--- config.mk ---
export PLATFORM = sky130hd
export DESIGN_NAME = qbr_bank_rotator
export DESIGN_NICKNAME = d
export VERILOG_FILES = /design/src/rtl/qbr_pkg.sv /design/src/rtl/qbr_free_pick.sv /design/src/rtl/qbr_valid_track.sv /design/src/rtl/qbr_role_ctrl.sv /design/src/rtl/qbr_bank_rotator.sv
export SDC_FILE = /design/constraint.sdc
export NUM_CORES = 1
export LEC_CHECK = 0
export ABC_AREA = 1
export CAP_MARGIN = 0
export CELL_PAD_IN_SITES_DETAIL_PLACEMENT = 1
export CELL_PAD_IN_SITES_GLOBAL_PLACEMENT = 2
export CORE_ASPECT_RATIO = 0.6
export CORE_MARGIN = 3
export CORE_UTILIZATION = 32
export CTS_BUF_LIST = sky130_fd_sc_hd__clkbuf_8 sky130_fd_sc_hd__clkbuf_16
export CTS_CLUSTER_SIZE = 16
export DETAILED_ROUTE_END_ITERATION = 12
export DONT_BUFFER_PORTS = 1
export PLACE_DENSITY_LB_ADDON = 0.25
export SYNTH_ARGS = -nofsm -noshare
export SYNTH_HDL_FRONTEND = slang
export SYNTH_SLANG_ARGS = --single-unit
--- constraint.sdc ---
create_clock -name clk -period 2.9 [get_ports clk]
set_clock_uncertainty 0.05 [all_clocks]
set_input_delay 0.29 -clock clk [delete_from_list [all_inputs] [get_ports clk]]
set_output_delay 0.29 -clock clk [all_outputs]
set_load 0.01 [all_outputs]
--- src/rtl/qbr_pkg.sv ---
package qbr_pkg;

  // Smallest bank count that can host all four roles at once
  localparam int unsigned MIN_BANKS = 4;

  // What a clock cycle does to the role assignment
  typedef enum logic [1:0] {
    BND_NONE    = 2'd0,  // no boundary: roles frozen
    BND_ADVANCE = 2'd1,  // boundary, processing free: full rotation
    BND_HOLD    = 2'd2   // boundary, processing busy: only capture recycles
  } bnd_e;

endpackage

--- src/rtl/qbr_free_pick.sv ---
// Cyclic search for the first bank not in the used mask, starting one past
// start_i and ending on start_i itself.
module qbr_free_pick #(
  parameter int unsigned NUM_BANKS = 4,
  parameter int unsigned IDX_W     = $clog2(NUM_BANKS)
) (
  input  logic [IDX_W-1:0]     start_i,
  input  logic [NUM_BANKS-1:0] used_i,
  output logic [IDX_W-1:0]     pick_o
);

  always_comb begin
    pick_o = start_i;
    // walk offsets from far to near so the nearest free bank wins
    for (int k = NUM_BANKS; k >= 1; k--) begin
      int idx;
      idx = (int'(start_i) + k) % NUM_BANKS;
      if (!used_i[idx]) pick_o = IDX_W'(idx);
    end
  end

endmodule

--- src/rtl/qbr_valid_track.sv ---
// Per-bank "holds a finished frame" flags; clear dominates set.
module qbr_valid_track #(
  parameter int unsigned NUM_BANKS = 4
) (
  input  logic                 clk,
  input  logic                 rst_n,
  input  logic [NUM_BANKS-1:0] set_i,
  input  logic [NUM_BANKS-1:0] clr_i,
  output logic [NUM_BANKS-1:0] valid_o
);

  always_ff @(posedge clk) begin
    if (!rst_n) valid_o <= '0;
    else        valid_o <= (valid_o | set_i) & ~clr_i;
  end

endmodule

--- src/rtl/qbr_role_ctrl.sv ---
// Role registers and boundary decisions.
module qbr_role_ctrl #(
  parameter int unsigned NUM_BANKS = 4,
  parameter int unsigned IDX_W     = $clog2(NUM_BANKS)
) (
  input  logic                 clk,
  input  logic                 rst_n,
  input  logic                 frame_sync,
  input  logic                 proc_done,
  input  logic [NUM_BANKS-1:0] valid_i,
  output logic [IDX_W-1:0]     cap_o,
  output logic [IDX_W-1:0]     src_o,
  output logic [IDX_W-1:0]     dst_o,
  output logic [IDX_W-1:0]     disp_o,
  output logic                 busy_o,
  output logic [NUM_BANKS-1:0] set_o,
  output logic [NUM_BANKS-1:0] clr_o
);
  import qbr_pkg::*;

  localparam logic [IDX_W-1:0] RST_CAP  = IDX_W'(0);
  localparam logic [IDX_W-1:0] RST_SRC  = IDX_W'(1);
  localparam logic [IDX_W-1:0] RST_DISP = IDX_W'(2);
  localparam logic [IDX_W-1:0] RST_DST  = IDX_W'(NUM_BANKS-1);

  function automatic logic [NUM_BANKS-1:0] oh(input logic [IDX_W-1:0] x);
    oh    = '0;
    oh[x] = 1'b1;
  endfunction

  logic                 done_eff, idle_eff, dst_ready;
  bnd_e                 bnd;
  logic [IDX_W-1:0]     nxt_cap, nxt_src, nxt_dst, nxt_disp, dst_pick;
  logic [NUM_BANKS-1:0] cap_used, dst_used;

  // a completion pulse only counts while a pass is running
  assign done_eff  = busy_o & proc_done;
  assign idle_eff  = ~busy_o | proc_done;
  assign dst_ready = valid_i[dst_o] | done_eff;

  always_comb begin
    if (!frame_sync)   bnd = BND_NONE;
    else if (idle_eff) bnd = BND_ADVANCE;
    else               bnd = BND_HOLD;
  end

  assign nxt_src  = (bnd == BND_ADVANCE) ? cap_o : src_o;
  assign nxt_disp = (bnd == BND_ADVANCE && dst_ready) ? dst_o : disp_o;
  assign cap_used = oh(nxt_src) | oh(nxt_disp) |
                    ((bnd == BND_HOLD) ? oh(dst_o) : '0);
  assign dst_used = oh(nxt_src) | oh(nxt_disp) | oh(nxt_cap);
  assign nxt_dst  = (bnd == BND_ADVANCE) ? dst_pick : dst_o;

  qbr_free_pick #(.NUM_BANKS(NUM_BANKS), .IDX_W(IDX_W)) u_cap_pick (
    .start_i (cap_o),
    .used_i  (cap_used),
    .pick_o  (nxt_cap)
  );

  qbr_free_pick #(.NUM_BANKS(NUM_BANKS), .IDX_W(IDX_W)) u_dst_pick (
    .start_i (nxt_cap),
    .used_i  (dst_used),
    .pick_o  (dst_pick)
  );

  // completed writes mark banks filled; fresh write targets lose their flag
  assign set_o = (frame_sync ? oh(cap_o) : '0) | (done_eff ? oh(dst_o) : '0);
  assign clr_o = frame_sync ?
                 (oh(nxt_cap) | ((bnd == BND_ADVANCE) ? oh(nxt_dst) : '0)) : '0;

  always_ff @(posedge clk) begin
    if (!rst_n) begin
      cap_o  <= RST_CAP;
      src_o  <= RST_SRC;
      dst_o  <= RST_DST;
      disp_o <= RST_DISP;
      busy_o <= 1'b0;
    end else begin
      if (bnd != BND_NONE) begin
        cap_o  <= nxt_cap;
        src_o  <= nxt_src;
        dst_o  <= nxt_dst;
        disp_o <= nxt_disp;
      end
      if (bnd == BND_ADVANCE) busy_o <= 1'b1;
      else if (done_eff)      busy_o <= 1'b0;
    end
  end

endmodule

--- src/rtl/qbr_bank_rotator.sv ---
module qbr_bank_rotator #(
  parameter int unsigned NUM_BANKS = 4,
  parameter int unsigned IDX_W     = $clog2(NUM_BANKS)
) (
  input  logic             clk,
  input  logic             rst_n,
  input  logic             frame_sync,
  input  logic             proc_done,
  output logic [IDX_W-1:0] cap_bank,
  output logic [IDX_W-1:0] src_bank,
  output logic [IDX_W-1:0] dst_bank,
  output logic [IDX_W-1:0] disp_bank,
  output logic             proc_active,
  output logic             disp_blank
);

  logic [NUM_BANKS-1:0] bank_valid, set_v, clr_v;

  qbr_role_ctrl #(.NUM_BANKS(NUM_BANKS), .IDX_W(IDX_W)) u_roles (
    .clk        (clk),
    .rst_n      (rst_n),
    .frame_sync (frame_sync),
    .proc_done  (proc_done),
    .valid_i    (bank_valid),
    .cap_o      (cap_bank),
    .src_o      (src_bank),
    .dst_o      (dst_bank),
    .disp_o     (disp_bank),
    .busy_o     (proc_active),
    .set_o      (set_v),
    .clr_o      (clr_v)
  );

  qbr_valid_track #(.NUM_BANKS(NUM_BANKS)) u_valid (
    .clk     (clk),
    .rst_n   (rst_n),
    .set_i   (set_v),
    .clr_i   (clr_v),
    .valid_o (bank_valid)
  );

  assign disp_blank = ~bank_valid[disp_bank];

endmodule

==> results.tsv, run 1 <==
stage	metric	value	unit
clock_network	H-tree Lvls	1	
sta	Hold Violations, Final	0	
critical_path	Critical-path top delay cell	dfxtp_4	
clock_network	Clock Latency Late Sink	0.27	ns
sta	Worst-Margin Slew	0.283	ns
sta	Slew Limit Headroom	80.9	%
sta	Final Max Tran Viols	0	
route	WL/cell	24.3	um
critical_path	CP most frequent cell	nand2_2	
clock_network	CTS root buffer	clkbuf_8	
run	Max-Cap Viols	0	
outcome	status	complete, but fails checks	
pwr	sequential share of power	7.4	%
clock_network	CTS tree	built	
die	Chip Width	90.7	um
synthesis	adder-cell share of the synthesized area	7.26	%
die	die area	5160	um^2
synthesis	Yosys warning count	0	
hold_path	hold path start	frame_sync	
finish	layout cells sized above 1	67.8	%
sta	final worst slack	-0.473	ns
synthesis	simple-gate share of the synthesized area	52.9	%
route	Vias	1960	
global_routing	remaining global-route overflow	0	
sta	Hold WS	0.0419	ns
synthesis	proportion of synthesized area in mux cells	0	%
critical_path	R2R setup slack	-0.47	ns
synthesis	Mapped Area	1380	um^2
finish	storage element area	268	um^2
route	final wirelength	8.49	mm
place	post-DP HPWL	4.22	mm
pwr	Internal	1670	uW
pwr	Psw	1980	uW
critical_path	worst-path maximum fanout	5	
sta	Max Freq	0.296	GHz
clock_network	Max clock buf depth	2	
synthesis	Avg Inst Size Synth	6.76	um^2
critical_path	critical path class	flop to flop	
route	drt initial violations	137	
global_routing	vias in the first global route	2034	
pwr	maximum VDD drop	0.987	mV
critical_path	Worst setup SP type	flop	
hold_path	Cells on Worst Hold Path	1	
global_routing	antenna violations before repair	0	
sta	setup violators final	6	
hold_path	Hold Path End	u_valid.valid_o[2]	
die	Starting Density	35.4	%
sta	crit share post-route	116	%
finish	area of the multi-input gates	1260	um^2
sta	RSZ-0062 raised after global routing	yes	
critical_path	Reg-to-Reg Start	u_roles.dst_o[0]	
pwr	sw frac	54.2	%
sta	Final Critical Period	3.37	ns
die	row count	17	
synthesis	Yosys cell types	28	
route	via-per-instance ratio	5.62	
critical_path	max incr delay on CP	0.38	ns
pwr	Leak	0.00124	uW
die	Chip Height	56.8	um
critical_path	Worst Reg-to-Reg Cells	31	
pwr	Clock power frac	5.3	%
place	final RePlAce weighted congestion	0.907	
synthesis	synthesized instance count	204	
synthesis	sequential share of the synthesized area	18.9	%
route	Routed Antenna Nets	0	
route	first drt pass iteration count	4	
synthesis	Post-Synth XOR/XNOR Area	0	%
synthesis	Mapped Nets	216	
hold_path	worst min path class	input pin to flop	
synthesis	synthesized flop and latch total	13	
clock_network	CTS sink cnt	13	
clock_network	TritonCTS buffer count	3	
critical_path	Required @ worst endpoint	3.02	ns
clock_network	Post-CTS Hold Buffers	0	
global_routing	largest net degree at the start of global routing	11	
die	I/O pin cnt	14	
critical_path	Crit. End Element	flop	
finish	fin nets	305	
finish	fillers	481	
critical_path	reg2reg end	u_valid.valid_o[2]	
synthesis	largest family of logic cells by synthesized area	simple AND/OR/NAND/NOR gates	
critical_path	CP Data Arrival Time	3.49	ns
global_routing	total track usage	30.1	%
place	dpl ws	-0.302	ns
finish	antenna cells	0	
die	core area	3890	um^2
synthesis	Synth Area in Compound Gates	11.4	%
pwr	Comb pwr share	87.4	%
place	Port-buffer cells	0	
route	DRC viols	0	
global_routing	first-pass GRT wire length	11.7	mm
outcome	failing checks	setup timing	
finish	synthesis-to-finish area growth	76.7	%
clock_network	clock-pin slew on the worst setup and hold paths	0.08	ns
pwr	Power per Cell Area	1500	nW/um^2
## cell usage after synthesis
cell type	instances	area, um^2
a21oi_2	2	17.5
o31ai_1	1	7.51
inv_1	22	82.6
or2_1	1	6.26
nor2_1	6	22.5
clkbuf_1	1	3.75
o21ai_0	2	10.0
nand4_1	8	50.1
a32o_1	1	10.0
inv_2	7	26.3
o21ai_2	2	17.5
dfxtp_1	13	260
nand2_2	28	175
o211ai_1	2	15.0
nand2_1	48	180
o21ai_1	3	15.0
nand3_2	7	70.1
ha_1	8	100
buf_6	1	11.3
nand3b_1	1	7.51
a221o_1	3	30.0
a21oi_1	7	35.0
and2_1	1	6.26
nand3_4	2	35.0
buf_4	1	7.51
nand2_4	5	56.3
nand2_8	1	20.0
nand3_1	20	100
## logic make-up after synthesis
group,count (synthesis)
buffers and inverters,32
adder cells (fa/ha/maj),8
AND/OR/NAND/NOR,128
flip-flops,13
AO/OA/AOI/OAI,23
## how the worst max path moves through the flow
stage                           startpoint                 end
final                     u_roles.dst_o[0]  u_valid.valid_o[2]
after global routing      u_roles.dst_o[0]  u_valid.valid_o[2]
after CTS                 u_roles.dst_o[0]  u_valid.valid_o[1]
after detailed placement  u_roles.dst_o[0]  u_valid.valid_o[0]
after global placement           proc_done  u_valid.valid_o[0]
after floorplan             u_roles.busy_o  u_valid.valid_o[0]
## sequential cells by signal (all words and copies together) (netlist names)
signal / flops
u_roles.busy_o: 1
u_roles.src_o: 2
u_valid.valid_o: 4
u_roles.disp_o: 2
u_roles.cap_o: 2
u_roles.dst_o: 2
## per-layer routing
layer / share of wire, % / vias up / track usage [%]
li1: - / 846 / -
met1: 40 / 931 / 37.5
met2: 44 / 119 / 49.4
met3: 9.6 / 64 / 7.23
met4: 6.7 / 0 / 13.5
met5: 0 / - / 0
## area by class of cell
class                           count  share of cell area (%)
Clock inverter                      1                   0.205
Sequential cell                    13                    11.0
Clock buffer                        3                    1.69
Tap cell                           57                    2.93
Timing Repair Buffer               87                    27.1
Inverter                           29                    5.19
Multi-Input combinational cell    159                    51.9
## layout by cell type (no fill, tap or decap), types with 2 or more instances in the layout
cell       n
a21oi_1    6
a21oi_2    3
a221o_1    3
buf_4     85
buf_6      2
clkbuf_8   3
dfxtp_1    9
dfxtp_2    3
ha_1       4
ha_4       3
inv_1     13
inv_2     11
inv_4      4
nand2_1   28
nand2_2   35
nand2_4   18
nand3_1    7
nand3_2   16
nand3_4    6
nand4_1    8
nor2_1     6
o211ai_1   2
o21ai_0    2
o21ai_2    2
o21ai_4    2
## critical path: cells and delay by family, from the launching register on
family	cells	cell delay, ns
buffers and inverters	5	0.36
and+or+nand+nor	22	2.00
AOI/OAI and AO/OA	3	0.33
adders and majority gates	1	0.15
DFF	1	0.38
## power groups by stage
stage          Combinational (uW)  Sequential [uW]  Clock, uW
6_report                     3190              269        193
5_1_grt                      3350              271        196
3_5_place_dp                 1970              259          0
3_3_place_gp                 1900              256          0
2_1_floorplan                1170              283          0
4_1_cts                      2540              259        179
## timing repair
action                                  4_1_cts  5_1_grt
pin swaps                                    45       35
buffers inserted                             27        5
gates resized for setup                      40       37
endpoints found under the setup margin        6        6
## per-stage QoR
step | TNS [ns] | power (uW) | instance area, um^2 | utilization (%) | instances
after global placement | -0.605 | 2150 | 1850 | 47.5 | 313
final | -2.57 | 3650 | 2440 | 62.6 | 349
after floorplan | 0 | 1450 | 1390 | - | 204
after detailed placement | -1.66 | 2230 | 1850 | 47.5 | 313
after CTS | -0.764 | 2980 | 2240 | 57.6 | 344
after global routing | -3.51 | 3820 | 2440 | 62.6 | 349
No activity file was read; power rests on OpenSTA's default activity.
==> run 2: changes to the inputs <==
CORE_UTILIZATION = 35   (was 32)
clock period = 3.8 ns   (was 2.9 ns; I/O delays follow)
==> results.tsv, run 2 (synthesis results as in run 1) <==
stage	metric	value	unit	change
die	die area	4750	um^2	-7.9%
place	Area after DPL	1440	um^2	-22%
route	via-per-instance ratio	5.33		-5.1%
finish	antenna cells	0		unchanged
global_routing	antenna violations before repair	0		unchanged
finish	max reg flops	4		unchanged
pwr	Tot Pwr	1450	uW	-60%
route	Vias	1354		-31%
finish	most frequent cells in the layout	nand2_1, nand2_2, inv_1, nand3_1, dfxtp_1		
pwr	Internal	615	uW	-63%
die	Chip Height	54.6	um	-3.9%
pwr	sw frac	57.6	%	+3.5 points
critical_path	Worst setup SP type	flop		
sta	Slew Limit Headroom	72.4	%	-8.6 points
global_routing	largest net degree at the start of global routing	13		+2
run	Max-Cap Viols	0		unchanged
critical_path	Required @ worst endpoint	3.88	ns	+0.86 ns
sta	Worst-Margin Slew	0.414	ns	+0.130 ns
sta	RSZ-0062 raised after global routing	no		
clock_network	TritonCTS buffer count	3		unchanged
pwr	maximum VDD drop	0.563	mV	-43%
critical_path	Setup crit start	u_roles.busy_o		
critical_path	CP Data Arrival Time	3.53	ns	+0.04 ns
clock_network	Post-CTS Setup Inserts	0		-100%
critical_path	critical path class	flop to flop		
finish	Post-Layout Inst Area	1500	um^2	-38%
finish	fillers	478		-0.62%
die	Starting Density	39.4	%	+3.9 points
place	Port-buffer cells	0		unchanged
finish	Largest Register	u_valid.valid_o		
clock_network	Clock Latency Late Sink	0.24	ns	-0.03 ns
pwr	Comb pwr share	77.3	%	-10 points
global_routing	GRT busiest layer	met2		
sta	setup violators final	0		-6
sta	crit share post-route	90.9	%	-25 points
critical_path	R2R setup slack	0.35	ns	+0.82 ns
sta	Hold Violations, Final	0		unchanged
critical_path	reg2reg end	u_valid.valid_o[2]		
finish	fin nets	222		-27%
place	final RePlAce weighted congestion	0.844		-6.9%
clock_network	H-tree Lvls	1		unchanged
clock_network	CTS tree	built		
critical_path	Crit. End Element	flop		
pwr	Psw	836	uW	-58%
finish	synthesis-to-finish area growth	8.71	%	
sta	Final Critical Period	3.45	ns	+0.0802 ns
finish	most common cell after layout, fill and taps aside	nand2_1		
critical_path	Worst Reg-to-Reg Cells	27		-13%
outcome	status	finished, final reports clean		
die	core area	3500	um^2	-10%
hold_path	worst min path class	input pin to flop		
pwr	sequential share of power	14.4	%	+7.0 points
global_routing	first-pass GRT wire length	6.82	mm	-42%
critical_path	Reg-to-Reg Start	u_roles.busy_o		
sta	final setup TNS	0	ns	+2.57 ns
die	I/O pin cnt	14		unchanged
critical_path	Critical Path Sink	u_valid.valid_o[2]		
pwr	Clock power frac	8.3	%	+3.0 points
pwr	Leak	0.000763	uW	-38%
clock_network	CTS root buffer	clkbuf_8		
global_routing	met1 Use GR	25.4	%	-12 points
route	WL/cell	16.0	um	-34%
clock_network	Max clock buf depth	2		unchanged
global_routing	vias in the first global route	1421		-30%
route	first drt pass iteration count	4		unchanged
critical_path	worst-path maximum fanout	12		+7
clock_network	clock-pin slew on the worst setup and hold paths	0.05	ns	-0.03 ns
die	row count	16		-1
route	final wirelength	4.07	mm	-52%
sta	Final Max Tran Viols	0		unchanged
route	Routed Antenna Nets	0		unchanged
route	DRC viols	0		unchanged
sta	Max Freq	0.290	GHz	-2.3%
global_routing	remaining global-route overflow	0		unchanged
place	post-DP HPWL	3.44	mm	-19%
die	Chip Width	87.0	um	-4.1%
global_routing	total track usage	18.7	%	-11 points
global_routing	met2 global-route usage	30.7	%	-19 points
global_routing	Global Route met3 Usage	4.96	%	-2.3 points
finish	layout cells sized above 1	31.1	%	-37 points
pwr	Power per Cell Area	968	nW/um^2	-35%
clock_network	CTS sink cnt	13		unchanged
route	drt initial violations	78		-43%
[run 2: worst min-delay path by stage]
stage / startpoint / end / cells past startpoint
finish: rst_n / u_roles.src_o[0] / 1
global placement: rst_n / u_roles.src_o[0] / 1
global route: rst_n / u_roles.src_o[0] / 1
CTS: rst_n / u_roles.src_o[0] / 1
floorplan: u_roles.busy_o / u_roles.busy_o / 2
detailed placement: rst_n / u_roles.src_o[0] / 1
[run 2: cell type report]
type | instances | area (um^2) | area share, %
Clock inverter | 1 | 3.75 | 0.250
Sequential cell | 13 | 262 | 17.4
Timing Repair Buffer | 4 | 30.0 | 2.00
Tap cell | 45 | 56.3 | 3.76
Multi-Input combinational cell | 159 | 995 | 66.4
Inverter | 29 | 111 | 7.43
Clock buffer | 3 | 41.3 | 2.75
[run 2: critical path, stage by stage, from the launching register on]
cell	delay, ns
dfxtp_2	0.36
nand2_1	0.12
nand2_2	0.14
inv_4	0.10
or2_1	0.23
o21ai_2	0.10
nand2_1	0.17
nand4_1	0.15
nand2_1	0.09
nand2_2	0.08
nand2_2	0.06
inv_2	0.08
nand3_4	0.13
nand2_8	0.15
inv_1	0.10
ha_1	0.20
inv_1	0.09
nand3_1	0.09
nand3_1	0.11
nand3_2	0.11
nand2_1	0.07
inv_1	0.04
nand2_2	0.07
nand2_2	0.05
nand2_2	0.07
nand2_4	0.07
o21ai_1	0.16
a21oi_1	0.09
[run 2: power by group through the flow]
stage	registers (uW)	logic, uW	clock network [uW]
after floorplan	213	885	0
after global placement	212	1090	0
after detailed placement	213	1110	0
after CTS	210	1120	122
after global routing	214	1250	135
final	209	1120	121
[run 2: metrics by stage]
| stage | util, % | std cells | hold slack, ns | setup WS [ns] |
|---|---|---|---|---|
| after floorplan | - | 204 | 0.510 | 0.801 |
| after global placement | 41.2 | 250 | 0.407 | 0.331 |
| after detailed placement | 41.2 | 250 | 0.405 | 0.256 |
| after CTS | 42.5 | 254 | 0.154 | 0.228 |
| after global routing | 42.8 | 254 | 0.146 | 0.00561 |
| final | 42.8 | 254 | 0.158 | 0.346 |
[run 2: what timing repair did]
action / in CTS / in global routing
hold buffers: 0 / 0
endpoints found under the setup margin: 0 / 5
gates resized for setup: 0 / 6
[run 2: routing by layer]
| metal | vias to the layer above | wire length [um] |
|---|---|---|
| li1 | 675 | - |
| met2 | 35 | 1690 |
| met3 | 2 | 239 |
| met1 | 642 | 2120 |
| met5 | - | 0 |
| met4 | 0 | 13 |
==> run 3: changes to the inputs <==
clock period = 4.2 ns   (was 3.8 ns; I/O delays follow)
==> results.tsv, run 3 (synthesis results as in run 1) <==
stage	metric	value	unit	change
clock_network	Post-CTS Resized	0		unchanged
pwr	Psw	754	uW	-9.9%
sta	Worst-Margin Slew	0.487	ns	+0.0726 ns
clock_network	TritonCTS buffer count	3		unchanged
die	row count	16		unchanged
finish	max reg flops	4		unchanged
place	final RePlAce weighted congestion	0.834		-1.2%
finish	layout cells sized above 1	27.8	%	-3.3 points
global_routing	vias in the first global route	1404		-1.2%
route	Vias	1364		+0.74%
finish	fin nets	218		-1.8%
sta	Slew Limit Headroom	67.5	%	-4.8 points
global_routing	total track usage	19.5	%	+0.80 points
pwr	Power per Cell Area	886	nW/um^2	-8.5%
die	Chip Width	87.0	um	unchanged
run	Max-Cap Viols	0		unchanged
global_routing	antenna violations before repair	0		unchanged
die	Starting Density	39.4	%	unchanged
critical_path	Buf/Inv on CP	5		unchanged
clock_network	Post-CTS Hold Buffers	0		unchanged
clock_network	CTS tree	built		
critical_path	Setup crit start	u_roles.cap_o[0]		
finish	most common cell after layout, fill and taps aside	nand2_1		
critical_path	family with the most delay on the worst path	simple AND/OR/NAND/NOR gates		
critical_path	Critical Path Sink	u_valid.valid_o[2]		
critical_path	Required @ worst endpoint	4.29	ns	+0.41 ns
die	die area	4750	um^2	unchanged
pwr	Tot Pwr	1290	uW	-11%
outcome	status	finished, final reports clean		
pwr	Comb pwr share	75.5	%	-1.8 points
global_routing	largest net degree at the start of global routing	13		unchanged
route	via-per-instance ratio	5.46		+2.4%
critical_path	Critical-path top delay cell	dfxtp_1		
sta	RSZ-0062 raised after global routing	no		
route	WL/cell	16.3	um	+2.0%
sta	crit share post-route	85.9	%	-5.0 points
finish	fin util	41.6	%	-1.2 points
critical_path	CP most frequent cell	nand2_1		
critical_path	Worst setup SP type	flop		
finish	synthesis-to-finish area growth	5.72	%	
sta	final setup TNS	0	ns	unchanged
pwr	Clock power frac	8.5	%	+0.2 points
critical_path	max incr delay on CP	0.62	ns	+0.26 ns
critical_path	critical path class	flop to flop		
global_routing	remaining global-route overflow	0		unchanged
sta	Final Max Tran Viols	0		unchanged
clock_network	Clock Latency Late Sink	0.25	ns	about the same
critical_path	Worst Reg-to-Reg Cells	24		-11%
route	first drt pass iteration count	4		unchanged
pwr	Internal	538	uW	-12%
finish	fillers	460		-3.8%
die	Chip Height	54.6	um	unchanged
pwr	sw frac	58.4	%	+0.72 points
global_routing	first-pass GRT wire length	6.79	mm	-0.41%
clock_network	Max clock buf depth	2		unchanged
sta	Final Critical Period	3.61	ns	+0.155 ns
critical_path	R2R setup slack	0.59	ns	+0.25 ns
pwr	sequential share of power	16.0	%	+1.6 points
die	I/O pin cnt	14		unchanged
finish	antenna cells	0		unchanged
finish	Non-Filler Instances	250		-1.6%
place	placed cells	246		-1.6%
route	DRC viols	0		unchanged
sta	Hold Violations, Final	0		unchanged
critical_path	CP Data Arrival Time	3.70	ns	+0.17 ns
hold_path	worst min path class	input pin to flop		
clock_network	clock-pin slew on the worst setup and hold paths	0.05	ns	about the same
clock_network	CTS root buffer	clkbuf_8		
route	drt initial violations	81		+3.8%
place	Port-buffer cells	0		unchanged
critical_path	Reg-to-Reg Start	u_roles.cap_o[0]		
place	post-DP HPWL	3.41	mm	-0.64%
critical_path	Crit. End Element	flop		
finish	Largest Register	u_valid.valid_o		
route	final wirelength	4.08	mm	+0.37%
sta	Max Freq	0.277	GHz	-4.3%
die	core area	3500	um^2	unchanged
critical_path	Crit. path cell count	24		-11%
clock_network	CTS sink cnt	13		unchanged
clock_network	Post-CTS Setup Inserts	0		unchanged
route	Routed Antenna Nets	0		unchanged
pwr	maximum VDD drop	0.563	mV	about the same
critical_path	reg2reg end	u_valid.valid_o[2]		
critical_path	CP cell instances	inv_2, o21ai_1, inv_2, nand2_1, nand4_1, nand2_1, nand2_1, nand3_1, nand3_1, nand2_1, inv_1, ha_1, inv_1, nand3_1, nand3_1, nand3_2, nand2_1, inv_1, nand2_2, nand2_2, nand2_2, nand2_4, o21ai_1, a21oi_1		
finish	most frequent cells in the layout	nand2_1, nand2_2, inv_1, nand3_1, dfxtp_1		
critical_path	worst-path maximum fanout	9		-3
pwr	Leak	0.000744	uW	-2.5%
sta	setup violators final	0		unchanged
clock_network	H-tree Lvls	1		unchanged
-- run 3: layer usage --
| metal | share of wire, % | vias up | wire length [um] | global-route usage (%) |
|---|---|---|---|---|
| li1 | - | 668 | - | - |
| met1 | 51 | 651 | 2080 | 26.1 |
| met2 | 40 | 37 | 1650 | 30.5 |
| met3 | 6.4 | 8 | 262 | 4.66 |
| met4 | 2.1 | 0 | 85 | 8.03 |
| met5 | 0 | - | 0 | 0 |
-- run 3: worst min-delay path by stage --
stage | start | end | cells after the start
after detailed placement | rst_n | u_roles.disp_o[1] | 1
after global routing | frame_sync | u_valid.valid_o[3] | 1
final | frame_sync | u_valid.valid_o[3] | 1
after global placement | rst_n | u_roles.disp_o[1] | 1
after floorplan | u_roles.busy_o | u_roles.busy_o | 2
after CTS | rst_n | u_roles.disp_o[1] | 1
-- run 3: per-stage QoR --
step | worst slack (ns) | instance area, um^2 | hold slack (ns)
finish | 0.592 | 1460 | 0.195
global route | 0.178 | 1460 | 0.190
detailed placement | 0.581 | 1410 | 0.454
CTS | 0.564 | 1460 | 0.189
global placement | 0.715 | 1410 | 0.446
floorplan | 1.17 | 1380 | 0.510
-- run 3: power groups by stage --
stage	clock network (uW)	logic, uW	registers, uW
finish	110	975	206
global route	120	1100	211
CTS	113	981	206
detailed placement	0	975	209
global placement	0	943	208
floorplan	0	801	192
-- run 3: layout make-up --
class / count / area [um^2] / share of cell area (%)
Tap cell: 45 / 56.3 / 3.86
Clock inverter: 1 / 3.75 / 0.258
Multi-Input combinational cell: 159 / 987 / 67.7
Inverter: 29 / 109 / 7.47
Clock buffer: 3 / 41.3 / 2.83
Sequential cell: 13 / 260 / 17.9
